[src/rtl/rss_pkg.sv]
package rss_pkg;
  localparam int unsigned RSS_ENTRIES = 128;
  localparam int unsigned RSS_REG_W   = 32;
  localparam int unsigned RSS_LANE_W  = 8;
  localparam int unsigned RSS_QIDX_W  = 3;
  localparam int unsigned RSS_QCNT_W  = 4;
  localparam int unsigned RSS_HASH_W  = 32;
endpackage

[src/rtl/rss_tbl_mem.sv]
module rss_tbl_mem #(
  parameter int unsigned WORDS  = 32,
  parameter int unsigned LANES  = 4,
  parameter int unsigned LANE_W = 8,
  parameter int unsigned AW     = 5,
  localparam int unsigned DW    = LANES * LANE_W
) (
  input  logic             clk,
  input  logic [AW-1:0]    a_addr,
  output logic [DW-1:0]    a_rdata,
  input  logic             b_we,
  input  logic [LANES-1:0] b_be,
  input  logic             b_re,
  input  logic [AW-1:0]    b_addr,
  input  logic [DW-1:0]    b_wdata,
  output logic [DW-1:0]    b_rdata
);
  // One narrow RAM per byte lane, each with its own write enable
  for (genvar l = 0; l < LANES; l++) begin : g_lane
    logic [LANE_W-1:0] ram [WORDS];
    logic [LANE_W-1:0] a_q;
    logic [LANE_W-1:0] b_q;

    always_ff @(posedge clk) begin
      if (b_we && b_be[l]) ram[b_addr] <= b_wdata[l*LANE_W +: LANE_W];
      a_q <= ram[a_addr];
      if (b_re) b_q <= ram[b_addr];
    end

    assign a_rdata[l*LANE_W +: LANE_W] = a_q;
    assign b_rdata[l*LANE_W +: LANE_W] = b_q;
  end
endmodule

[src/rtl/rss_fill_seq.sv]
module rss_fill_seq #(
  parameter int unsigned ENTRIES = 128,
  parameter int unsigned LANES   = 4,
  parameter int unsigned LANE_W  = 8,
  parameter int unsigned QIDX_W  = 3,
  parameter int unsigned QCNT_W  = 4,
  localparam int unsigned DW     = LANES * LANE_W,
  localparam int unsigned IDX_W  = $clog2(ENTRIES),
  localparam int unsigned LSEL_W = $clog2(LANES),
  localparam int unsigned AW     = IDX_W - LSEL_W,
  localparam int unsigned MAXQ   = 1 << QIDX_W
) (
  input  logic              clk,
  input  logic              rst,
  input  logic              start,
  input  logic [QCNT_W-1:0] qcnt,
  output logic              busy,
  output logic              we,
  output logic [AW-1:0]     waddr,
  output logic [DW-1:0]     wdata
);
  logic [IDX_W-1:0]  cnt_q;
  logic [QIDX_W-1:0] qn_q;
  logic [QIDX_W:0]   qlim_q;
  logic [DW-1:0]     acc_q;
  logic [QIDX_W:0]   qeff;
  logic [QIDX_W:0]   qn_inc;
  logic [LANE_W-1:0] entry;

  always_comb begin
    if (qcnt == '0)                         qeff = (QIDX_W+1)'(1);
    else if (32'(qcnt) > MAXQ)              qeff = (QIDX_W+1)'(MAXQ);
    else                                    qeff = (QIDX_W+1)'(qcnt);
  end

  assign qn_inc = {1'b0, qn_q} + 1'b1;
  assign entry  = LANE_W'(qn_q);
  assign we     = busy && (cnt_q[LSEL_W-1:0] == '1);
  assign waddr  = cnt_q[IDX_W-1:LSEL_W];
  assign wdata  = {entry, acc_q[DW-1:LANE_W]};

  always_ff @(posedge clk) begin
    if (rst) begin
      busy   <= 1'b0;
      cnt_q  <= '0;
      qn_q   <= '0;
      qlim_q <= (QIDX_W+1)'(1);
      acc_q  <= '0;
    end else if (!busy) begin
      if (start) begin
        busy   <= 1'b1;
        cnt_q  <= '0;
        qn_q   <= '0;
        qlim_q <= qeff;
        acc_q  <= '0;
      end
    end else begin
      acc_q <= wdata;
      cnt_q <= cnt_q + 1'b1;
      qn_q  <= (qn_inc == qlim_q) ? '0 : qn_inc[QIDX_W-1:0];
      if (cnt_q == '1) busy <= 1'b0;
    end
  end
endmodule

[src/rtl/rss_lookup_out.sv]
module rss_lookup_out #(
  parameter int unsigned LANES  = 4,
  parameter int unsigned LANE_W = 8,
  parameter int unsigned QIDX_W = 3,
  localparam int unsigned DW    = LANES * LANE_W,
  localparam int unsigned LSEL_W = $clog2(LANES)
) (
  input  logic              clk,
  input  logic              rst,
  input  logic              req_valid,
  input  logic [LSEL_W-1:0] req_lane,
  input  logic [DW-1:0]     word_q,
  output logic              valid_o,
  output logic [QIDX_W-1:0] queue_o
);
  logic [LSEL_W-1:0] lane_q;

  always_ff @(posedge clk) begin
    if (rst) begin
      valid_o <= 1'b0;
      lane_q  <= '0;
    end else begin
      valid_o <= req_valid;
      lane_q  <= req_lane;
    end
  end

  // word_q is already registered in the RAM; pick the low bits of the lane
  always_comb begin
    queue_o = '0;
    for (int l = 0; l < LANES; l++)
      if (lane_q == LSEL_W'(l)) queue_o = word_q[l*LANE_W +: QIDX_W];
  end
endmodule

[src/rtl/rss_redirect_table.sv]
module rss_redirect_table
  import rss_pkg::*;
#(
  parameter int unsigned ENTRIES = RSS_ENTRIES,
  parameter int unsigned REG_W   = RSS_REG_W,
  parameter int unsigned LANE_W  = RSS_LANE_W,
  parameter int unsigned QIDX_W  = RSS_QIDX_W,
  parameter int unsigned QCNT_W  = RSS_QCNT_W,
  parameter int unsigned HASH_W  = RSS_HASH_W,
  localparam int unsigned LANES  = REG_W / LANE_W,
  localparam int unsigned WORDS  = ENTRIES / LANES,
  localparam int unsigned IDX_W  = $clog2(ENTRIES),
  localparam int unsigned LSEL_W = $clog2(LANES),
  localparam int unsigned AW     = IDX_W - LSEL_W
) (
  input  logic              clk,
  input  logic              rst,
  input  logic              stop_i,
  input  logic              fill_start_i,
  input  logic [QCNT_W-1:0] fill_qcnt_i,
  output logic              busy_o,
  output logic              reg_ready_o,
  input  logic              reg_we_i,
  input  logic              reg_re_i,
  input  logic [LANES-1:0]  reg_be_i,
  input  logic [AW-1:0]     reg_addr_i,
  input  logic [REG_W-1:0]  reg_wdata_i,
  output logic [REG_W-1:0]  reg_rdata_o,
  output logic              reg_rvalid_o,
  input  logic              lk_valid_i,
  input  logic [HASH_W-1:0] lk_hash_i,
  output logic              lk_valid_o,
  output logic [QIDX_W-1:0] lk_queue_o
);
  logic             upd_q;
  logic             sw_we;
  logic             sw_re;
  logic             fill_go;
  logic             f_we;
  logic [AW-1:0]    f_addr;
  logic [REG_W-1:0] f_data;
  logic             m_we;
  logic [LANES-1:0] m_be;
  logic [AW-1:0]    m_addr;
  logic [REG_W-1:0] m_wdata;
  logic [REG_W-1:0] lk_word;

  assign reg_ready_o = !busy_o;
  assign sw_we       = reg_we_i && !busy_o;
  assign sw_re       = reg_re_i && !busy_o;
  assign fill_go     = fill_start_i && !upd_q && !busy_o;

  // Updated flag: stop wins over a write in the same cycle
  always_ff @(posedge clk) begin
    if (rst)         upd_q <= 1'b0;
    else if (stop_i) upd_q <= 1'b0;
    else if (sw_we)  upd_q <= 1'b1;
  end

  always_ff @(posedge clk) begin
    if (rst) reg_rvalid_o <= 1'b0;
    else     reg_rvalid_o <= sw_re;
  end

  // Write port belongs to the sequencer while it is busy
  assign m_we    = busy_o ? f_we   : sw_we;
  assign m_be    = busy_o ? '1     : reg_be_i;
  assign m_addr  = busy_o ? f_addr : reg_addr_i;
  assign m_wdata = busy_o ? f_data : reg_wdata_i;

  rss_fill_seq #(
    .ENTRIES(ENTRIES), .LANES(LANES), .LANE_W(LANE_W),
    .QIDX_W(QIDX_W), .QCNT_W(QCNT_W)
  ) u_fill (
    .clk(clk), .rst(rst), .start(fill_go), .qcnt(fill_qcnt_i),
    .busy(busy_o), .we(f_we), .waddr(f_addr), .wdata(f_data)
  );

  rss_tbl_mem #(
    .WORDS(WORDS), .LANES(LANES), .LANE_W(LANE_W), .AW(AW)
  ) u_mem (
    .clk(clk),
    .a_addr(lk_hash_i[IDX_W-1:LSEL_W]), .a_rdata(lk_word),
    .b_we(m_we), .b_be(m_be), .b_re(sw_re), .b_addr(m_addr),
    .b_wdata(m_wdata), .b_rdata(reg_rdata_o)
  );

  rss_lookup_out #(
    .LANES(LANES), .LANE_W(LANE_W), .QIDX_W(QIDX_W)
  ) u_out (
    .clk(clk), .rst(rst), .req_valid(lk_valid_i),
    .req_lane(lk_hash_i[LSEL_W-1:0]), .word_q(lk_word),
    .valid_o(lk_valid_o), .queue_o(lk_queue_o)
  );
endmodule

[config.mk]
export PLATFORM = sky130hd
export DESIGN_NAME = rss_redirect_table
export DESIGN_NICKNAME = d
export VERILOG_FILES = /design/src/rtl/rss_pkg.sv /design/src/rtl/rss_tbl_mem.sv /design/src/rtl/rss_fill_seq.sv /design/src/rtl/rss_lookup_out.sv /design/src/rtl/rss_redirect_table.sv
export SDC_FILE = /design/constraint.sdc
export NUM_CORES = 1
export LEC_CHECK = 0
export ABC_CLOCK_PERIOD_IN_PS = 3700
export CAP_MARGIN = 0
export CORE_MARGIN = 2
export CORE_UTILIZATION = 50
export DETAILED_ROUTE_END_ITERATION = 12
export DONT_BUFFER_PORTS = 1
export SLEW_MARGIN = 20
export SYNTH_ARGS = -nofsm -noshare
export SYNTH_HDL_FRONTEND = slang
export SYNTH_SLANG_ARGS = --single-unit
[constraint.sdc]
create_clock -name clk -period 3.7 [get_ports clk]
set_input_delay 0.74 -clock clk [delete_from_list [all_inputs] [get_ports clk]]
set_output_delay 0.74 -clock clk [all_outputs]
set_load 0.03 [all_outputs]
==> summary.txt, run 1 <==
CTS
  • CTS tree: yes
  • CTS hold repair buffers: 0
  • Clock tree sinks: ~1100
  • Post_cts resized: 0
  • Root Driver: clkbuf_16
  • Post-CTS Setup Bufs: 0
  • CTS Buf Count: 111
  • Clock Path Buffers: 3
  • Clk_lat worst skew: 690 ps
  • Depth of the CTS H-tree: 3
  • Clock transition at the registers of the reported paths: about 60 ps

Die
  • IO Pins: between 100 and 150
  • Initial Util: 50.4%
  • Core footprint: 89700 um2
  • Die area: 92800 um2
  • Die Width: about 300 um
  • Row count: 110
  • Die Y: 305 um

Timing
  • Setup violations, final: 0
  • RSZ-0062 raised after global routing: false
  • Max Slew Vio Count: 0
  • Final Skew: 24.5 ps
  • Max Fclk: 0.300 GHz
  • Fin crit share: 90.0%
  • Tightest Pin Transition: between 1000 and 1500 ps
  • Slew HR: between 20 and 25%
  • Total negative setup slack: 0 ps
  • Hold Vio Cnt, Final: 0
  • Final Critical Period: around 3300 ps

Worst setup path
  • Crit. End Element: output pin
  • CP arrival: 2590 ps
  • Setup crit start kind: flip-flop
  • CP Cell Sequence: buf_12 -> buf_4 -> inv_1
  • Crit-path max cell delay: 660 ps
  • CP Max Fanout: between 40 and 50
  • Slowest CP cell: dfxtp_4
  • Origin of the critical flop-to-flop path: u_fill.busy$_SDFF_PP0_
  • CP startpoint: u_fill.busy$_SDFF_PP0_
  • Top delay family on crit path: buffers and inverters
  • Crit path buf inv count: 3
  • Critical path class: flip-flop to output pin
  • CP Data Required Time: 2960 ps

Global routing
  • GR Overflow Total: 0
  • Initial antenna violation count: 6
  • First-pass GRT wire length: 179000 um
  • Largest net degree at the start of global routing: between 90 and 100
  • Vias in the first global route: about 26000
  • Gr usage total: 26.7%

Power
  • PnR Total Power: between 20 and 30 mW
  • Logic gate share of total power: 7.3%
  • Sw Ratio: 22.5%
  • Net switching power: 6.06 mW
  • Leakage dissipation: 16.1 nW
  • Power per cell area: 525 nW/um2
  • Clock Power Share: 40.8%
  • Reg power frac: 51.9%
  • VDD IR max: between 0.3 and 0.4 mV
  • Internal power: 20.9 mW

Synthesis
  • Post-synthesis sequential element count: 1097
  • Synth Area in XOR/XNOR: 0.0969%
  • Part of the Yosys area used for sequential elements: 72.0%
  • Synth Instances: 2417
  • Synth Cell Area: 45200 um2
  • Synth warn: 0
  • Syn Nets: 2503
  • Cell variety after synth: 56
  • Predominant post-synthesis flop cell: edfxtp_1
  • Multiplexer area fraction after synthesis: 16.2%
  • Largest family of logic cells by synthesized area: multiplexers
  • Post-synth EDFFs: 1056
  • Synthesized-area fraction occupied by adder cells: 0.0554%
  • Post-Synth Simple-Gate Area: under 10%
  • Compound-gate portion of the synthesized area: 6.42%
  • Fraction of registers with async set or reset after synthesis: 0%
  • Syn avg cell area: between 15 and 20 um2

Flow run
  • Max-Cap Viols: 0

Run status
  • Run status: finished clean

Final layout
  • Synth-to-Final Area Change: 13.6%
  • Nets: 2659
  • Most common cell after layout, fill and taps aside: edfxtp_1
  • Fillers: between 6000 and 7000
  • Commonest non-fill, non-tap cells in the layout: 1056 x edfxtp_1, 313 x mux4_2, 211 x buf_4
  • Share of cells above drive strength 1: 28.4%

Route
  • Wirelength per Cell: 32.3 um
  • TritonRoute pass-1 iters: 6
  • DR iter-0 viols: 2835
  • DR vias/cell: 6.61
  • Routed Antenna Nets: 0
  • Routed wire length: around 120000 um
  • DRC Markers: 0
  • Vias: 25400

Placed design
  • Final HPWL DP: 76900 um
  • Gpl congestion: 0.842
  • I/O Buffers: 0

Min path
  • Hold Path Class: primary input to flip-flop
  • HP Start: rst
==> sequential cells by signal, indices dropped and copies added, names as in the netlist <==
register / count
u_fill.qlim_q: 4
u_mem.g_lane.a_q: 12
u_mem.g_lane.ram: 1024
u_fill.qn_q: 3
u_fill.acc_q: 9
reg_rvalid_o: 1
upd_q: 1
u_fill.busy: 1
u_out.lane_q: 2
u_fill.cnt_q: 7
u_out.valid_o: 1
u_mem.g_lane.b_q: 32
==> logic make-up after synthesis <==
group,Yosys count
adders and majority gates,2
buffers and inverters,189
and+or+nand+nor,306
muxes,337
AOI/OAI and AO/OA,481
DFF,1097
xor gates and xnor gates,5
==> final timing paths <==
kind                                               to  slack, ps  cells past startpoint
setup / recovery                          reg_ready_o        370                      3
hold / removal          u_fill.acc_q[10]$_SDFFE_PP0P_        130                      1
setup reg to reg  u_mem.g_lane[2].ram[7][2]$_DFFE_PP_        420                      8
hold reg to reg         u_fill.acc_q[16]$_SDFFE_PP0P_        450                      2
==> through the flow <==
stage	utilization (%)	instances	hold WS, ps	cell area (um2)	setup slack [ps]
after floorplan	-	2417	433	45200	539
after global placement	53.3	3636	434	47800	436
after detailed placement	53.3	3636	440	47800	443
after CTS	57.2	3842	99.2	51300	384
after global routing	57.2	3843	110	51300	275
final	57.2	3846	125	51400	369
==> layout make-up <==
| class | count | area, um2 | share of cell area (%) |
|---|---|---|---|
| Clock buffer | 141 | 3000 | 5.83 |
| Tap cell | 1176 | 1470 | 2.87 |
| Inverter | 11 | 41.3 | 0.0804 |
| Clock inverter | 65 | 549 | 1.07 |
| Multi-Input combinational cell | 1131 | 12000 | 23.3 |
| Timing Repair Buffer | 221 | 1780 | 3.47 |
| Antenna cell | 4 | 10.0 | 0.0195 |
| Sequential cell | 1097 | 32500 | 63.4 |
==> cell usage after synthesis (all sizes together) (2+ instances only) <==
cell type	n	area (um2)
a22oi	70	526
a21oi	79	395
inv	10	37.5
buf	76	499
and3	3	18.8
o32ai	2	17.5
xor2	3	26.3
nand3b	6	45.0
mux2	16	180
nor3b	5	37.5
clkbuf	102	383
edfxtp	1056	31700
and3b	4	35.0
o21a	3	22.5
o21ai	244	1220
a211oi	4	30.0
a41oi	56	490
or4	2	15.0
dfxtp	41	821
xnor2	2	17.5
or3	2	12.5
nand4	30	188
o22a	2	17.5
a41o	2	20.0
nand2b	5	31.3
nand2	60	225
o22ai	2	12.5
mux4	313	7050
nand4b	4	35.0
nor2b	28	175
nor2	138	518
mux2i	8	96.3
o32a	2	20.0
or2	5	31.3
nand3	7	35.0
a22o	6	52.6
ha	2	25.0
nor3	6	30.0
==> power by group through the flow <==
stage / logic (mW) / clock network (mW) / registers, mW
6_report: 1.97 / 11.0 / 14.0
5_1_grt: 2.07 / 11.6 / 14.0
4_1_cts: 1.98 / 11.1 / 14.0
3_5_place_dp: 1.97 / 0 / 14.3
3_3_place_gp: 1.93 / 0 / 14.3
2_1_floorplan: 1.26 / 0 / 14.3
==> worst reg2reg max path: stages (launching register included) <==
cell     delay (ps)
dfxtp_4         500
buf_12          230
buf_4           350
nor2b_1         220
buf_4           200
nand2_1          70
nand2_1         130
nand2_1         380
nor2_1          820
==> routing by layer <==
metal  wire [um]  global-route usage (%)
met1       47800                    36.3
met2       60200                    43.1
met3       12000                    6.04
met4        4200                    8.85
met5          24                       0
Power figures use the tool's default switching activity.
==> run 2, diff against run 1 <==
--- a/config.mk
+++ b/config.mk
@@ -14,4 +14,5 @@
 export SLEW_MARGIN = 20
 export SYNTH_ARGS = -nofsm -noshare
 export SYNTH_HDL_FRONTEND = slang
+export SYNTH_HIERARCHICAL = 1
 export SYNTH_SLANG_ARGS = --single-unit
==> run 2 against run 1 <==
Compared with the run above: hold slack lost 0.57 ps; clock skew decreased by 2.5 ps; die area grew 1.6%; utilization decreased by 0.79 points; combinational power rose by 11%; total power rose by 2.0%; non-clock buffer count decreased by 21; sequential share of layout area decreased by 0.28 points; critical path depth up 2; largest power group unchanged; wire length is 7.3% lower; maximum frequency rose by 8.4%.
==> summary.txt, run 2 <==
Worst setup path
  • CP Max Fanout: 35 (-19%)
  • CP arrival: 3420 ps (+830 ps)
  • CP Data Required Time: 4050 ps (+1090 ps)
  • Crit. End Element: flip-flop
  • Critical path class: flip-flop to flip-flop
  • Setup crit start kind: flip-flop

Synthesis
  • Synth Instances: 2489 (+3.0%)
  • Syn avg cell area: 18.5 um2 (-1.3%)
  • Synth warn: 6 (+6)
  • Synth Cell Area: 45900 um2 (+1.6%)

Final layout
  • Final Non-Filler Cells: 3839 (-0.18%)
  • Fillers: 6856 (+2.3%)
  • Largest Register: u_mem/g_lane.ram
  • Share of cells above drive strength 1: 25.8% (-2.6 points)
  • Final design utilization: 56.4% (-0.79 points)
  • Commonest non-fill, non-tap cells in the layout: 1056 x edfxtp_1, 256 x mux4_2, 194 x mux2i_1
  • Biggest regs: u_mem/g_lane.ram x1024, u_mem/g_lane.b_q x32, u_mem/g_lane.a_q x12
  • Most common cell after layout, fill and taps aside: edfxtp_1
  • Synth-to-Final Area Change: 12.3%
  • Reg area: 32500 um2 (unchanged)
  • Largest register FFs: 1024 (unchanged)
  • Multi-input gate area: 12100 um2 (+1.4%)
  • Nets: 2641 (-0.68%)

Global routing
  • First-pass GRT wire length: 167000 um (-6.9%)
  • Initial antenna violation count: 7 (+1)
  • GR Overflow Total: 0 (unchanged)
  • Largest net degree at the start of global routing: 193 (+99%)
  • Gr usage total: 24.6% (-2.2 points)
  • Vias in the first global route: 24700 (-3.6%)

Timing
  • Hold slack: 125 ps (-0.574 ps)
  • Slew HR: 26.0% (+4.0 points)
  • RSZ-0062 raised after global routing: false
  • Hold Vio Cnt, Final: 0 (unchanged)
  • Total negative setup slack: 0 ps (unchanged)
  • Tightest Pin Transition: 1110 ps (-60.5 ps)
  • Max Slew Vio Count: 0 (unchanged)
  • Max Fclk: 0.325 GHz (+8.4%)
  • Setup violations, final: 0 (unchanged)
  • Final Skew: 22.0 ps (-2.53 ps)
  • Final Critical Period: 3070 ps (-258 ps)
  • Fin crit share: 83.1% (-7.0 points)

Die
  • Core footprint: 91400 um2 (+1.8%)
  • Die area: 94300 um2 (+1.6%)
  • IO Pins: 123 (unchanged)
  • Initial Util: 50.3% (-0.11 points)
  • Row count: 111 (+0.91%)
  • Die Width: 307 um (+0.80%)
  • Die Y: 307 um (+0.80%)

Route
  • Wirelength per Cell: 30.0 um (-7.1%)
  • DR iter-0 viols: 2449 (-14%)
  • Vias: 24200 (-5.0%)
  • Routed Antenna Nets: 0 (unchanged)
  • DRC Markers: 0 (unchanged)
  • DR vias/cell: 6.29 (-4.8%)
  • Routed wire length: 115000 um (-7.3%)
  • TritonRoute pass-1 iters: 5 (-1)

Placed design
  • Final HPWL DP: 73400 um (-4.6%)
  • Post-Place Cells: 3627 (-0.25%)
  • Gpl congestion: 0.821 (-2.4%)
  • I/O Buffers: 0 (unchanged)

Run status
  • Run status: finished clean

CTS
  • Post_cts resized: 0 (unchanged)
  • Clock transition at the registers of the reported paths: 60 ps (about the same)
  • Clk_lat worst skew: 690 ps (about the same)
  • CTS Buf Count: 112 (+0.90%)
  • Post-CTS Setup Bufs: 0 (unchanged)
  • Clock Path Buffers: 3 (unchanged)
  • Root Driver: clkbuf_16
  • CTS hold repair buffers: 0 (unchanged)
  • Clock tree sinks: 1097 (unchanged)
  • Depth of the CTS H-tree: 3 (unchanged)
  • CTS tree: yes

Min path
  • Hold Path Class: primary input to flip-flop

Power
  • Net switching power: 6.09 mW (+0.47%)
  • Reg power frac: 51.2% (-0.7 points)
  • Clock Power Share: 40.9% (about the same)
  • Leakage dissipation: 16.9 nW (+5.1%)
  • Logic gate share of total power: 7.9% (+0.6 points)
  • Power per cell area: 534 nW/um2 (+1.6%)
  • VDD IR max: 0.398 mV (+16%)
  • PnR Total Power: 27.5 mW (+2.0%)
  • Sw Ratio: 22.1% (-0.34 points)
  • Internal power: 21.4 mW (+2.5%)

Flow run
  • Max-Cap Viols: 0 (unchanged)
## run 2: worst max-delay path, cell delays in order, from the launching register on
cell and delay [ps]:
dfxtp_4 590, mux2_8 520, buf_4 320, mux4_2 540, a22oi_1 470, nand4_1 290
## run 2: final cells by class
class | count | share of cell area [%]
Sequential cell | 1097 | 63.1
Multi-Input combinational cell | 1140 | 23.5
Clock buffer | 138 | 5.89
Timing Repair Buffer | 200 | 3.30
Tap cell | 1186 | 2.88
Clock inverter | 67 | 1.26
Antenna cell | 7 | 0.0340
Inverter | 4 | 0.0291
## run 2: power by group through the flow
| stage | registers [mW] | logic (mW) | clock network (mW) |
|---|---|---|---|
| after floorplan | 14.3 | 1.51 | 0 |
| after global placement | 14.3 | 2.14 | 0 |
| after detailed placement | 14.4 | 2.19 | 0 |
| after CTS | 14.1 | 2.19 | 11.5 |
| after global routing | 14.1 | 2.32 | 12.0 |
| final | 14.1 | 2.18 | 11.3 |
## run 2: final timing paths
check,start,endpoint,slack (ps),depth (start not counted)
max,u_fill/busy$_SDFF_PP0_,u_mem/g_lane[0].b_q[0]$_DFFE_PP_,630,5
min,rst,u_fill/qlim_q[1]$_SDFFE_PP0P_,120,1
max reg2reg,u_fill/busy$_SDFF_PP0_,u_mem/g_lane[0].b_q[0]$_DFFE_PP_,630,5
min reg2reg,upd_q$_SDFFE_PP0P_,upd_q$_SDFFE_PP0P_,460,2
## run 2: routing by layer
layer	GRT usage, %	vias to the layer above	part of all wire, %
met3	5.83	183	8.4
met1	34.0	12800	41
met2	38.7	979	48
li1	-	10200	-
met4	8.02	6	2.8
met5	1.09	-	0.033
## run 2: through the flow
stage          cell area, um2  setup slack (ps)
2_1_floorplan           46000               798
3_3_place_gp            47900               591
3_5_place_dp            47900               586
4_1_cts                 51600               608
5_1_grt                 51600               520
6_report                51600               627
